$ cat src/rtl/bus_arb_pkg.sv
// Package: shared definitions for the two-group bus arbiter.
// Assumes nothing beyond IEEE 1800-2017.
package bus_arb_pkg;
    // Group that a decision selects.
    typedef enum logic {
        GRP_CPU = 1'b0,
        GRP_IO  = 1'b1
    } arb_grp_e;

    // Index width for a ring of n members (at least one bit).
    function automatic int idx_width(input int n);
        return (n > 1) ? $clog2(n) : 1;
    endfunction
endpackage

$ cat src/rtl/bus_arb_ring.sv
// Module: round-robin ring for one requester group.
// Finds the first asserted request at or after the rotation pointer.
// The pointer moves to the member after the winner, but only when
// `advance` says this group was actually granted.
// Assumes N >= 1 and that `advance` is asserted only when `any` is high.
module bus_arb_ring #(
    parameter int N = 4
) (
    input  logic         clk,
    input  logic         rst_n,
    input  logic [N-1:0] req,
    input  logic         advance,
    output logic [N-1:0] pick,
    output logic         any
);
    localparam int IW = bus_arb_pkg::idx_width(N);

    logic [IW-1:0] ptr_q;
    logic [IW-1:0] ptr_d;
    logic [IW-1:0] idx;
    logic          found;

    // Search the ring from the pointer and remember the next start point.
    always_comb begin
        pick  = '0;
        found = 1'b0;
        ptr_d = ptr_q;
        idx   = '0;
        for (int off = 0; off < N; off++) begin
            idx = IW'((int'(ptr_q) + off) % N);
            if (!found && req[idx]) begin
                found     = 1'b1;
                pick[idx] = 1'b1;
                ptr_d     = IW'((int'(idx) + 1) % N);
            end
        end
    end

    assign any = |req;

    // Move the rotation pointer when this group wins a grant.
    always_ff @(posedge clk) begin
        if (!rst_n) begin
            ptr_q <= '0;
        end else if (advance && found) begin
            ptr_q <= ptr_d;
        end
    end
endmodule

$ cat src/rtl/bus_arb_alt.sv
// Module: group alternation between processors and I/O nodes.
// Back-to-back decisions (made at a tenure end) favour the group that did
// not win last. Decisions made from idle always favour processors.
// Assumes `commit` marks every cycle in which a grant is issued.
module bus_arb_alt (
    input  logic clk,
    input  logic rst_n,
    input  logic cpu_any,
    input  logic io_any,
    input  logic from_busy,
    input  logic commit,
    output logic pick_io
);
    import bus_arb_pkg::*;

    arb_grp_e pref_q;

    // Choose the group: I/O only if alone, or if it is its turn at a tenure end.
    always_comb begin
        pick_io = io_any && (!cpu_any || (from_busy && (pref_q == GRP_IO)));
    end

    // Hand preference to the opposite group after each grant.
    always_ff @(posedge clk) begin
        if (!rst_n) begin
            pref_q <= GRP_CPU;
        end else if (commit) begin
            pref_q <= pick_io ? GRP_CPU : GRP_IO;
        end
    end
endmodule

$ cat src/rtl/bus_arb_top.sv
// Module: two-group biased round-robin bus arbiter.
// Holds a registered one-hot grant until tenure_done. It decides at a
// tenure end, or on the first request while idle. The new grant is visible
// one clock later.
// Assumes tenure_done is a single-cycle pulse issued by the bus owner.
module bus_arb_top #(
    parameter int N_CPU = 4,
    parameter int N_IO  = 2
) (
    input  logic             clk,
    input  logic             rst_n,
    input  logic [N_CPU-1:0] req_cpu,
    input  logic [N_IO-1:0]  req_io,
    input  logic             tenure_done,
    output logic [N_CPU-1:0] grant_cpu,
    output logic [N_IO-1:0]  grant_io,
    output logic             bus_idle
);
    localparam int NT = N_CPU + N_IO;

    logic [N_CPU-1:0] cpu_pick;
    logic [N_IO-1:0]  io_pick;
    logic             cpu_any;
    logic             io_any;
    logic             pick_io;
    logic             busy_q;
    logic             decide;
    logic             commit;
    logic [NT-1:0]    grant_q;
    logic [NT-1:0]    grant_d;

    // Decision trigger: end of tenure while owned, or any request while idle.
    always_comb begin
        decide = busy_q ? tenure_done : (cpu_any || io_any);
        commit = decide && (cpu_any || io_any);
    end

    bus_arb_ring #(.N(N_CPU)) u_cpu_ring (
        .clk     (clk),
        .rst_n   (rst_n),
        .req     (req_cpu),
        .advance (commit && !pick_io),
        .pick    (cpu_pick),
        .any     (cpu_any)
    );

    bus_arb_ring #(.N(N_IO)) u_io_ring (
        .clk     (clk),
        .rst_n   (rst_n),
        .req     (req_io),
        .advance (commit && pick_io),
        .pick    (io_pick),
        .any     (io_any)
    );

    bus_arb_alt u_alt (
        .clk       (clk),
        .rst_n     (rst_n),
        .cpu_any   (cpu_any),
        .io_any    (io_any),
        .from_busy (busy_q),
        .commit    (commit),
        .pick_io   (pick_io)
    );

    // Form the candidate grant vector from the chosen group's ring.
    always_comb begin
        if (!commit) begin
            grant_d = '0;
        end else if (pick_io) begin
            grant_d = {io_pick, {N_CPU{1'b0}}};
        end else begin
            grant_d = {{N_IO{1'b0}}, cpu_pick};
        end
    end

    // Register ownership; it changes only on a decision cycle.
    always_ff @(posedge clk) begin
        if (!rst_n) begin
            grant_q <= '0;
            busy_q  <= 1'b0;
        end else if (decide) begin
            grant_q <= grant_d;
            busy_q  <= commit;
        end
    end

    assign grant_cpu = grant_q[N_CPU-1:0];
    assign grant_io  = grant_q[NT-1:N_CPU];
    assign bus_idle  = !busy_q;
endmodule

$ cat config.mk
export PLATFORM = sky130hd
export DESIGN_NAME = bus_arb_top
export DESIGN_NICKNAME = d
export VERILOG_FILES = /design/src/rtl/bus_arb_pkg.sv /design/src/rtl/bus_arb_ring.sv /design/src/rtl/bus_arb_alt.sv /design/src/rtl/bus_arb_top.sv
export SDC_FILE = /design/constraint.sdc
export NUM_CORES = 1
export LEC_CHECK = 0
export BUFFER_PORTS_ARGS = -buffer_cell sky130_fd_sc_hd__buf_4
export CORE_ASPECT_RATIO = 1.25
export CORE_MARGIN = 2
export CORE_UTILIZATION = 50
export DETAILED_ROUTE_END_ITERATION = 10
export PLACE_DENSITY_LB_ADDON = 0.3
export SYNTH_ARGS = -nofsm -noshare
export SYNTH_HDL_FRONTEND = slang
export SYNTH_SLANG_ARGS = --single-unit
$ cat constraint.sdc
create_clock -name clk -period 7 [get_ports clk]
set_clock_uncertainty 0.2 [all_clocks]
set_input_delay 0.35 -clock clk [delete_from_list [all_inputs] [get_ports clk]]
set_output_delay 0.35 -clock clk [all_outputs]
set_load 0.05 [all_outputs]
======== Word level (Yosys, flattened, before mapping) ========
Index checks and enable logic that the tools add are counted.
Widths: inputs -> output; s select.
word-level totals
  register bits after elaboration ......... 11
  input port bits ......................... 9
  output and inout bits ................... 7
cells by class
  add/subtract/negate cells ............... 8
  magnitude comparators ................... 12
  multiplexer cells ....................... 46
  bitwise operators ....................... 4
  reductions and logical operators ........ 32
operator list
  cell                 count
  $mux 1               24
  $logic_and 1x1->1    17
  $mux 4               4
  $lt 2x3->1 const B   4
  $mux 2               6
  $mux 6               2
  $or 4x4->4           3
  $add 2x1->2 const B  4
  $bmux 1 s2           4
  $demux 1 s2          4
  $ge 2x1->1 const B   4
  $logic_not 1->1      7
  $add 2x2->2 const B  2
  $lt 1x2->1 const B   2
  $reduce_and 2->1     2
  $reduce_bool 4->1    1
  $reduce_or 4->1      1
  $add 1x1->1 const B  2
  $demux 1 s1          2
  $ge 1x1->1 const B   2
  $logic_or 1x1->1     2
  $or 2x2->2           1
  $reduce_bool 2->1    1
  $reduce_or 2->1      1

======== Logic depth before layout (Yosys ltp) ========
Gate-level depths: netlist of run 1.
  word-level depth ........................ 14
  mapped depth ............................ 8

======== By module ========
From an unflattened synthesis of run 1, not the netlist that was laid out.
unflattened totals
  cell total of the unflattened synthesis .. 102
  area total of the unflattened synthesis .. 993.5 um^2
by module, submodules not included
  module                      times used  cells an instance  area an instance (um^2)  seq. area each (um^2)
  bus_arb_ring at u_cpu_ring  1           64                 585.6                    40.0
  bus_arb_top                 1           25                 291.5                    140.1
  bus_arb_ring at u_io_ring   1           8                  67.6                     20.0
  bus_arb_alt                 1           5                  48.8                     20.0

======== Worst setup path before layout of run 1 ========
Ideal clock, no wire load.
  path kind ............................... register -> register
  from .................................... register u_cpu_ring.ptr_q[0]
  to ...................................... register u_cpu_ring.ptr_q[0]
  arrival ................................. 1.958 ns
  data required time ...................... 6.685 ns
  setup slack ............................. 4.727 ns
  cell stages (with the launch flop) ...... 9
  period minus slack after synthesis ...... 2.273 ns
  cell sequence ........................... dfxtp_1 buf_6 inv_1 ha_1 mux4_2 nand2b_4 a221oi_2 xnor2_1 and2_1
between the ends
  word-level cells in the longest chain between the ends .. 14
  elaborated cells between the ends (all ways) .. 31
RTL lines
  element                                               RTL line            RTL
  from (decl)                                           bus_arb_ring.sv:18  logic [IW-1:0] ptr_q;
  from (signal assigned)                                bus_arb_ring.sv:46  ptr_q <= ptr_d;
  branches (longest 14 deep; another with $add 2x1->2)  n/a
Parallel ways; which one is timed is not known. The select of a mux whose other input is x is not followed.
A chain may end at the register's enable or synchronous reset.

======== Worst setup path in the final report of run 1 ========
Same ends and word-level chain as after synthesis.

==> reports/qor.log, run 1 <==
qor: outcome.run_status finished clean
qor: clocking.path_clk_slew 0.07 ns
qor: detailed_routing.detailedRoute.firstIterationViolations 24
qor: clocking.cts-buffers-inserted 3
qor: global_route.groute.usage.overall 19.5%
qor: detailed_routing.firstDrtPassIters 4
qor: detailed_routing.drtAntennaViolNets 0
qor: yosys.synth.lib_cells_used.distinct 30
qor: global_route.grt_util_met2 29.9%
qor: critical_path.end_kind register
qor: placement.portBuffers 15
qor: critical_path.r2r_start u_cpu_ring.ptr_q[0]
qor: yosys.seq_area_frac_synth 25.1%
qor: yosys.ys_seq_elements 11
qor: global_route.grt_max_degree 13
qor: placement.placedInstanceArea 991 um^2
qor: final_layout.fill_cells 152
qor: die.die_h 50.8 um
qor: pwr.leakage 0.000425 uW
qor: global_route.grt_overflow 0
qor: sta.setup_viol 0
qor: min_path.hold_path_startpoint rst_n
qor: sta.min_period_over_period 36.9%
qor: yosys.syn_inst 95
qor: pwr.ir_worst_vdd 193 uV
qor: min_path.worst_hold_path.endpoint busy_q
qor: global_route.grt-busiest-layer met2
qor: clocking.cts-htree-levels 1
qor: clocking.clockRootBuffer clkbuf_4
qor: final_layout.layout_common_cells buf_4 (15), a21oi_1 (12), dfxtp_1 (11)
qor: clocking.tritoncts_clock_tree yes
qor: global_route.grt_pass1_wl 3170 um
qor: critical_path.worst_setup_path_start_kind register
qor: final_layout.flow.area_growth_from_synthesis 16.1%
qor: clocking.ctsHoldBuffers 0
qor: yosys.syn_area 876 um^2
qor: yosys.syn_area_per_cell 9.22 um^2
qor: yosys.synth.net_count 112
qor: pwr.cellPowerDensity 343 mW/mm^2
qor: yosys.yosys.area.top_type dfxtp_1
qor: critical_path.crit_required 6.98 ns
qor: die.std_cell_rows 16
qor: clocking.cts-resized-gates 0
qor: detailed_routing.remaining_drc_errors 0
qor: min_path.holdCritPathClass primary input to register
qor: final_layout.post_route_cells_drive_above_1_share 22.5%
qor: sta.hold_viol 0
qor: final_layout.post_route_cell_area 0.00102 mm^2
qor: clocking.clkLatencyLatePin 0.28 ns
qor: die.effective_utilization_at_floorplan 54.7%
qor: yosys.synth_top_area_share 25.1%
qor: global_route.groute.layer.met1.usage 25.4%
qor: final_layout.diodes 0
qor: detailed_routing.avgViaCountPerCell 6.09
qor: sta.tns 0 ns
qor: critical_path.worstPathMaxFanout 9
qor: detailed_routing.via_count 785
qor: detailed_routing.avgRoutedWirePerCell 14.0 um
qor: final_layout.final_nets 129
qor: global_route.grt.met3_usage 2.52%
qor: final_layout.most_common_cell_after_layout_fill_and_taps_aside buf_4
qor: die.floorplan.io_pins 16
qor: flow_run.max_cap_viol_count 0
qor: sta.report.final.slew_viol_count 0
qor: placement.hpwlAfterDp 1360 um
qor: clocking.clockBufferDepth 2
qor: critical_path.r2r_slack 4.42 ns
qor: die.die_area 0.00210 mm^2
qor: global_route.first_global_vias 723
qor: die.die_x_extent 41.4 um
qor: min_path.hold_depth 2
qor: yosys.synth_edf_count 0
qor: clocking.clock-sinks 11
qor: sta.fin_crit 2.58 ns
qor: clocking.cts.repair_timing.setup_buffer_count 0
qor: detailed_routing.final_routed_wirelength 1800 um
qor: yosys.warning_count_from_the_yosys_run 0
qor: yosys.netlist_top_cells_area dfxtp_1 (25%), ha_1 (11%), a21oi_1 (6.9%)
qor: sta.max_freq 387 MHz
qor: critical_path.rr_endpoint u_cpu_ring.ptr_q[0]
qor: die.core_area 0.00160 mm^2
qor: sta.worst_slew_pin_slew 0.549 ns
qor: global_route.grt_antenna_before_repair 0
qor: yosys.async_reset_ff_share 0%
qor: sta.relative_slew_slack 63.4%
qor: yosys.yosys_most_used_dff dfxtp_1
qor: critical_path.arrival 2.56 ns
qor: critical_path.ff2ff_path_depth 7
qor: placement.gpl.final_weighted_congestion 0.917
qor: critical_path.timing_worst_setup_path_type register to register
qor: sta.grt_setup_unrepaired false
-- cell families after synthesis --
logic type | count (synthesis) | share of synthesized area, %
mux | 4 | 11.1
fa+ha+maj | 8 | 11.4
compound gates | 34 | 25.7
flops | 11 | 25.1
buf+inv | 12 | 6.14
simple gates | 25 | 19.4
xor+xnor | 1 | 1.00
-- how the worst max path moves through the flow --
stage	cells after the start	slack [ns]	end	start
6_report	7	4.42	u_cpu_ring.ptr_q[0]	u_cpu_ring.ptr_q[0]
3_3_place_gp	7	4.49	u_cpu_ring.ptr_q[0]	u_cpu_ring.ptr_q[0]
5_1_grt	6	4.22	grant_q[1]	u_cpu_ring.ptr_q[0]
4_1_cts	7	4.40	u_cpu_ring.ptr_q[0]	u_cpu_ring.ptr_q[0]
3_5_place_dp	7	4.40	u_cpu_ring.ptr_q[0]	u_cpu_ring.ptr_q[0]
2_1_floorplan	8	4.73	u_cpu_ring.ptr_q[0]	u_cpu_ring.ptr_q[0]
-- through the flow --
stage | std cells | total power (uW) | util, % | hold WS (ns) | worst slack, ns
floorplan | 95 | 263 | - | 0.271 | 4.73
global placement | 125 | 300 | 61.9 | 0.291 | 4.49
detailed placement | 125 | 303 | 61.9 | 0.309 | 4.40
CTS | 129 | 349 | 63.5 | 0.172 | 4.40
global route | 129 | 373 | 63.5 | 0.179 | 4.22
finish | 129 | 349 | 63.5 | 0.168 | 4.42
-- layout make-up --
class	instances	area, um^2	area share (%)
flip-flops and latches	11	220	21.6
well taps	18	22.5	2.21
repair buffers	15	113	11.1
clock buffers	4	26.3	2.58
inverters	9	33.8	3.32
multi-input cells	72	602	59.2
-- power breakdown --
group	leakage, uW	internal [uW]	switching (uW)
Clock	0.0000150	22.2	24.1
Sequential	0.0000907	76.3	19.2
Combinational	0.000320	89.0	119
Total	0.000425	187	162
-- critical path: stages, from the launching register on --
cell      delay, ns
dfxtp_1        0.54
inv_1          0.18
ha_1           0.39
mux4_2         0.43
nand2b_4       0.21
a221oi_2       0.26
xnor2_1        0.11
and2_1         0.16
-- cell usage after synthesis, types with 3 or more instances --
| cell | count |
|---|---|
| a21oi_1 | 12 |
| dfxtp_1 | 11 |
| inv_1 | 9 |
| o21ai_0 | 9 |
| ha_1 | 8 |
| nand2_1 | 7 |
| a222oi_1 | 4 |
| nor2b_1 | 4 |
| nor3b_1 | 4 |
| nor2_1 | 3 |
-- flip-flops by register name, summed over array words and instances, names as in the netlist --
| signal | flops |
|---|---|
| busy_q | 1 |
| u_cpu_ring.ptr_q | 2 |
| u_io_ring.ptr_q | 1 |
| u_alt.pref_q | 1 |
| grant_q | 6 |
-- routing by layer --
metal,up-vias,wire [um],share of wire (%)
li1,388,-,-
met3,5,81,4.5
met1,368,826,46
met5,-,0,0
met2,24,839,47
met4,0,55,3.1
(Power assumes the default switching activity.)
==> inputs of run 2 (changes only) <==
Settings changed: ABC_AREA set to 1.
Clock period 7 ns to 2.5 ns, I/O delays scaled along.
==> run 2 against run 1 <==
Critical endpoint is now grant_q[1]. Synthesized cell count increased by 54%. Global-route usage increased by 1.5 points. Critical path depth rose by 4. Area after synthesis grew 14%. Design area up 16%. Flip-flop and latch count is the same.
==> reports/qor.log, run 2 <==
qor: detailed_routing.drtAntennaViolNets 0 [unchanged]
qor: yosys.ys_seq_elements 11 [unchanged]
qor: sta.min_period_over_period 82.0% [+45 points]
qor: yosys.synth.net_count 163 [+46%]
qor: critical_path.worstPathCellList inv_8 > ha_1 > inv_1 > nand3_1 > nand2_2 > nand3_2 > nor2_1 > nor2_1 > nand2_1 > nand2_1 > a21oi_1
qor: die.die_x_extent 43.9 um [+6.0%]
qor: sta.hold_viol 0 [unchanged]
qor: clocking.cts.repair_timing.setup_buffer_count 0 [unchanged]
qor: final_layout.final_cells 188 [+46%]
qor: sta.setup_viol 0 [unchanged]
qor: critical_path.arrival 2.04 ns [-0.52 ns]
qor: pwr.share_clk_of_total_power 9.2% [-4.0 points]
qor: global_route.grt_overflow 0 [unchanged]
qor: clocking.clkLatencyLatePin 0.26 ns [-0.02 ns]
qor: pwr.p_sw 692 uW [+330%]
qor: final_layout.top_regs grant_q: 6 flops, u_cpu_ring.ptr_q: 2 flops
qor: critical_path.crit_path_top_delay_cell dfxtp_1
qor: yosys.async_reset_ff_share 0% [unchanged]
qor: critical_path.r2r_slack 0.45 ns [-3.97 ns]
qor: clocking.tritoncts_clock_tree yes
qor: sta.max_freq 488 MHz [+26%]
qor: critical_path.end_kind register
qor: sta.worst_slew_pin_slew 0.445 ns [-0.104 ns]
qor: die.die_area 0.00237 mm^2 [+12%]
qor: final_layout.most_common_cell_after_layout_fill_and_taps_aside nand2_1
qor: flow_run.max_cap_viol_count 0 [unchanged]
qor: pwr.switching_fraction 54.6% [+8.2 points]
qor: final_layout.diodes 0 [unchanged]
qor: clocking.cts-buffers-inserted 3 [unchanged]
qor: yosys.netlist_top_cells_area dfxtp_1 (22%), nand2_1 (17%), ha_1 (10%)
qor: die.core_area 0.00194 mm^2 [+21%]
qor: sta.grt_setup_unrepaired false
qor: global_route.grt_max_degree 12 [-1]
qor: yosys.warning_count_from_the_yosys_run 0 [unchanged]
qor: global_route.first_global_vias 908 [+26%]
qor: die.die_h 53.9 um [+6.1%]
qor: global_route.groute.usage.overall 21.0% [+1.5 points]
qor: critical_path.timing_worst_setup_path_type register to register
qor: pwr.leakage 0.000590 uW [+39%]
qor: clocking.cts-resized-gates 0 [unchanged]
qor: critical_path.cpPeakStageDelay 0.44 ns [-0.10 ns]
qor: detailed_routing.avgViaCountPerCell 5.30 [-13%]
qor: yosys.yosys.area.top_type dfxtp_1
qor: pwr.cellPowerDensity 1070 mW/mm^2 [+210%]
qor: sta.relative_slew_slack 70.2% [+6.7 points]
qor: pwr.ir_worst_vdd 744 uV [+290%]
qor: yosys.syn_inst 146 [+54%]
qor: pwr.sequential_power_share 19.3% [-8.0 points]
qor: yosys.syn_area 996 um^2 [+14%]
qor: yosys.syn_area_per_cell 6.82 um^2 [-26%]
qor: outcome.run_status finished clean
qor: yosys.yosys_most_used_dff dfxtp_1
qor: die.floorplan.io_pins 16 [unchanged]
qor: critical_path.crit_required 2.49 ns [-4.49 ns]
qor: clocking.clock-sinks 11 [unchanged]
qor: global_route.grt_pass1_wl 3720 um [+17%]
qor: detailed_routing.remaining_drc_errors 0 [unchanged]
qor: placement.post-place-cells 182 [+46%]
qor: placement.gpl.final_weighted_congestion 0.847 [-7.6%]
qor: critical_path.worstPathMaxFanout 11 [+2]
qor: placement.hpwlAfterDp 1840 um [+35%]
qor: final_layout.fin_util 61.1% [-2.4 points]
qor: placement.portBuffers 15 [unchanged]
qor: clocking.ctsHoldBuffers 2 [+2]
qor: final_layout.final_nets 186 [+44%]
qor: yosys.synth.lib_cells_used.distinct 23 [-23%]
qor: detailed_routing.final_routed_wirelength 2280 um [+26%]
qor: final_layout.flow.area_growth_from_synthesis 18.8%
qor: yosys.synth_common_cells nand2_1 (44), nand3_1 (20), a21oi_1 (12), inv_1 (12)
qor: detailed_routing.avgRoutedWirePerCell 12.1 um [-13%]
qor: yosys.synth_edf_count 0 [unchanged]
qor: detailed_routing.firstDrtPassIters 4 [unchanged]
qor: pwr.p_comb_share 71.6% [+12 points]
qor: final_layout.flip_flop_count_of_the_largest_register_after_layout 6 [unchanged]
qor: die.std_cell_rows 18 [+2]
qor: global_route.grt_antenna_before_repair 0 [unchanged]
qor: sta.tns 0 ns [unchanged]
qor: pwr.power.internal 576 uW [+210%]
qor: final_layout.post_route_cells_drive_above_1_share 22.6% [+0.097 points]
qor: yosys.synth_top_area_share 22.1% [-3.0 points]
qor: critical_path.timing.critical_path.from u_cpu_ring.ptr_q[0]
qor: min_path.holdCritPathClass primary input to register
qor: clocking.cts-htree-levels 1 [unchanged]
qor: critical_path.worst_setup_path_start_kind register
qor: clocking.path_clk_slew 0.07 ns [about the same]
qor: final_layout.largest-register grant_q
qor: die.effective_utilization_at_floorplan 51.4% [-3.3 points]
qor: min_path.hold_depth 3 [+1]
qor: critical_path.r2r_start u_cpu_ring.ptr_q[0]
qor: final_layout.layout_common_cells nand2_1 (44), nand3_1 (20), buf_4 (17)
qor: critical_path.endpoint grant_q[1]
qor: yosys.seq_area_frac_synth 22.1% [-3.0 points]
qor: clocking.clockBufferDepth 2 [unchanged]
qor: critical_path.rr_endpoint grant_q[1]
qor: detailed_routing.detailedRoute.firstIterationViolations 29 [+21%]
qor: yosys.most_common_cell_in_the_netlist nand2_1
qor: clocking.clockRootBuffer clkbuf_4
qor: critical_path.ff2ff_path_depth 11 [+4]
qor: sta.fin_crit 2.05 ns [-0.530 ns]
qor: sta.report.final.slew_viol_count 0 [unchanged]
qor: detailed_routing.via_count 996 [+27%]
run 2: changes by cell type after synthesis, sizes merged, moves of 3 or more:
cell / change
nor2b: -4
o21ai: -7
nand2: +45
nand3: +25
inv: +5
a222oi: -4
mux4: -4
nor2: +9
nand4: +3
nor3b: -4
run 2: cell families after synthesis:
family,Yosys count,synth area share (%)
AO/OA/AOI/OAI,17,9.42
adder cells (fa/ha/maj),8,10.1
flip-flops,11,22.1
AND/OR/NAND/NOR,94,50.9
buffers and inverters,16,7.54
run 2: per-layer routing:
metal	GRT usage [%]	routed length, um	up-vias
met1	24.5	1010	446
met2	39.5	1200	22
met3	1.01	50	4
met4	8.59	17	0
met5	0	0	-
li1	-	-	524
run 2: metrics by stage:
step                      hold slack, ns  area, um^2  setup WS [ns]  power, uW
after global routing              0.0584        1180          0.325       1370
after detailed placement           0.195        1140          0.480       1150
after CTS                         0.0361        1180          0.464       1270
after global placement             0.189        1140          0.577       1130
final                             0.0316        1180          0.450       1270
after floorplan                   0.0480         996          0.501        961
run 2: power groups by stage:
stage	Combinational [uW]	Clock [uW]	Sequential, uW
after floorplan	617	0	344
after global placement	884	0	246
after detailed placement	899	0	248
after CTS	903	121	244
after global routing	996	128	250
final	907	116	244
run 2: final cells by class:
cell class / instances / area [um^2]
Fill cell: 172 / 753
Multi-Input combinational cell: 119 / 701
Sequential cell: 11 / 220
Timing Repair Buffer: 19 / 148
Inverter: 15 / 63.8
Clock buffer: 4 / 26.3
Tap cell: 20 / 25.0
run 2: how the worst min path moves through the flow:
stage	start	end
floorplan	rst_n	u_io_ring.ptr_q
global placement	rst_n	u_io_ring.ptr_q
detailed placement	rst_n	u_io_ring.ptr_q
CTS	tenure_done	busy_q
global route	tenure_done	busy_q
finish	tenure_done	busy_q
run 2: worst max-delay path: cells and delay by family (launching register included):
family | cells | cell delay (ns)
AO/OA/AOI/OAI | 1 | 0.12
adder cells (fa/ha/maj) | 1 | 0.37
buffers and inverters | 2 | 0.19
flip-flops | 1 | 0.44
AND/OR/NAND/NOR | 7 | 0.65
==> inputs of run 3 (changes only) <==
Settings changed: ABC_AREA 1 to 0.
Clock period 2.5 ns to 2.1 ns, I/O delays scaled along.
==> run 3 against run 2 <==
The flow now finishes with violations (negative setup slack). Wire length down 7.2%. Maximum frequency down 2.7%. Flip-flop and latch count unchanged. Cell count down 23%. Combinational power up 2%. Worst hold slack worse by 0.0049 ns. Power up 9.1%. Via count down 15%. Non-clock buffer count up 12. Sequential share of layout area up 0.59 points. Global-route usage up 0.59 points. Sequential power up 28%.
==> reports/qor.log, run 3 (synthesis gave the netlist of run 1 again) <==
qor: sta.worst_slew_pin_slew 0.426 ns [-0.0185 ns]
qor: placement.placedInstanceArea 0.00109 mm^2 [-4.4%]
qor: final_layout.diodes 0 [unchanged]
qor: sta.min_period_over_period 100% [+18 points]
qor: final_layout.post_route_cells_drive_above_1_share 35.4% [+13 points]
qor: sta.setup_viol 1 [+1]
qor: die.die_area 0.00210 mm^2 [-11%]
qor: critical_path.timing_worst_setup_path_type register to register
qor: global_route.groute.usage.overall 21.6% [+0.59 points]
qor: outcome.run_status finished, violations left
qor: detailed_routing.remaining_drc_errors 0 [unchanged]
qor: die.floorplan.io_pins 16 [unchanged]
qor: critical_path.rr_endpoint grant_q[2]
qor: critical_path.r2r_slack -0.007 ns [-0.46 ns]
qor: placement.hpwlAfterDp 1540 um [-16%]
qor: critical_path.path_buf_inv 1 [-1]
qor: sta.fin_crit 2.11 ns [+0.0562 ns]
qor: final_layout.flow.area_growth_from_synthesis 35.4%
qor: critical_path.timing.critical_path.from u_cpu_ring.ptr_q[0]
qor: critical_path.worstPathCellList buf_6 > mux4_2 > nor4b_4 > a222oi_1 > nor3b_1
qor: die.die_x_extent 41.4 um [-5.7%]
qor: min_path.hold_path_startpoint tenure_done
qor: sta.relative_slew_slack 71.6% [+1.4 points]
qor: placement.portBuffers 15 [unchanged]
qor: critical_path.path_depth 5 [-6]
qor: critical_path.arrival 2.10 ns [+0.06 ns]
qor: clocking.clkLatencyLatePin 0.27 ns [about the same]
qor: sta.worst_hold_margin 0.0267 ns [-0.00491 ns]
qor: critical_path.cell_family_with_the_largest_share_of_critical_path_delay multiplexers
qor: global_route.first_global_vias 804 [-11%]
qor: detailed_routing.via_count 846 [-15%]
qor: die.die_h 50.8 um [-5.8%]
qor: clocking.clockBufferDepth 2 [unchanged]
qor: detailed_routing.firstDrtPassIters 4 [unchanged]
qor: sta.hold_viol 0 [unchanged]
qor: detailed_routing.drtAntennaViolNets 0 [unchanged]
qor: die.std_cell_rows 16 [-2]
qor: final_layout.top_regs grant_q: 6 flops, u_cpu_ring.ptr_q: 2 flops
qor: detailed_routing.final_routed_wirelength 2110 um [-7.2%]
qor: final_layout.layout_common_cells buf_4 (26), a21oi_1 (11), dfxtp_1 (9)
qor: sta.max_freq 475 MHz [-2.7%]
qor: final_layout.fill_cells 142 [-17%]
qor: final_layout.flip_flop_count_of_the_largest_register_after_layout 6 [unchanged]
qor: detailed_routing.avgViaCountPerCell 5.83 [+10%]
qor: min_path.worst_hold_path.endpoint busy_q
qor: final_layout.largest-register grant_q
qor: global_route.grt_overflow 0 [unchanged]
qor: detailed_routing.detailedRoute.firstIterationViolations 30 [+3.4%]
qor: sta.report.final.slew_viol_count 0 [unchanged]
qor: final_layout.final_nets 145 [-22%]
qor: min_path.holdCritPathClass primary input to register
qor: outcome.failed_checks negative setup slack
qor: min_path.hold_depth 3 [unchanged]
qor: critical_path.crit_path_top_delay_cell mux4_2
qor: die.effective_utilization_at_floorplan 54.7% [+3.3 points]
qor: pwr.ir_worst_vdd 668 uV [-10%]
qor: detailed_routing.avgRoutedWirePerCell 14.6 um [+20%]
qor: clocking.path_clk_slew 0.08 ns [about the same]
qor: global_route.grt_pass1_wl 3480 um [-6.5%]
qor: critical_path.crit_required 2.09 ns [-0.40 ns]
qor: clocking.clock-sinks 11 [unchanged]
qor: clocking.tritoncts_clock_tree yes
qor: global_route.grt_antenna_before_repair 0 [unchanged]
qor: die.core_area 0.00160 mm^2 [-17%]
qor: final_layout.post_route_cell_area 0.00119 mm^2 [+0.21%]
qor: global_route.grt_max_degree 12 [unchanged]
qor: sta.grt_setup_unrepaired true
qor: critical_path.ff2ff_path_depth 5 [-6]
qor: critical_path.end_kind register
qor: clocking.cts-buffers-inserted 3 [unchanged]
qor: clocking.clockRootBuffer clkbuf_4
qor: critical_path.worstPathMaxFanout 8 [-3]
qor: final_layout.most_common_cell_after_layout_fill_and_taps_aside buf_4
qor: critical_path.r2r_start u_cpu_ring.ptr_q[0]
qor: flow_run.max_cap_viol_count 0 [unchanged]
qor: placement.gpl.final_weighted_congestion 0.844 [-0.32%]
qor: pwr.cellPowerDensity 1170 mW/mm^2 [+8.9%]
qor: sta.final.setup.worst_slack -0.00665 ns [-0.456 ns]
qor: critical_path.cpPeakStageDelay 0.60 ns [+0.16 ns]
qor: pwr.leakage 0.000510 uW [-14%]
qor: critical_path.worst_setup_path_start_kind register
qor: clocking.cts-htree-levels 1 [unchanged]
-- run 3: cell count changes in the layout (fill, tap and decap cells not counted), sizes merged, moves of 5 or more --
cell / change
nand3: -25
inv: -5
o21ai: +7
buf: +11
nand2: -45
nor2: -9
-- run 3: how the worst max path moves through the flow --
stage               slack, ns                  end
finish                 -0.007           grant_q[2]
detailed placement      -0.07  u_cpu_ring.ptr_q[1]
floorplan               -0.08  u_cpu_ring.ptr_q[0]
global placement        -0.02  u_cpu_ring.ptr_q[0]
CTS                     0.002  u_cpu_ring.ptr_q[0]
global route            -0.07           grant_q[3]
-- run 3: layer usage --
metal	track usage, %	share of wire, %	vias to the layer above
li1	-	-	417
met4	9.68	1.6	0
met1	24.9	44	396
met3	3.24	4.7	4
met2	38.8	50	29
met5	0	0	-
-- run 3: where the power goes --
part / leakage, uW / switching, uW / internal (uW)
clock network: 0.0000150 / 76.6 / 73.5
logic: 0.000404 / 475 / 446
registers: 0.0000919 / 49.1 / 263
-- run 3: layout make-up --
type	instances	area [um^2]	area share, %
multi-input combinational	72	626	52.7
sequential	11	228	19.2
inverter	9	36.3	3.06
timing repair buffer	31	248	20.9
clock buffer	4	26.3	2.22
tap	18	22.5	1.90
-- run 3: per-stage QoR --
stage          TNS [ns]  util [%]  power [uW]  setup WS [ns]  instances
3_3_place_gp    -0.0285      67.9        1140        -0.0202        136
3_5_place_dp     -0.375      67.9        1150        -0.0734        136
6_report       -0.00665      74.1        1380       -0.00665        145
2_1_floorplan    -0.233         -         896        -0.0816         95
5_1_grt          -0.244      74.1        1480        -0.0693        145
4_1_cts               0      72.9        1350        0.00165        145
-- run 3: worst min-delay path: stages --
cell    delay, ns
buf_4        0.09
nor2_1       0.07
o21a_1       0.19
-- run 3: what timing repair did --
action,in CTS,in global routing
setup buffers,2,0
setup endpoints to repair,6,6
hold buffers,3,0
endpoints found under the hold margin,11,0
pin swaps,3,4
gates resized for setup,8,5
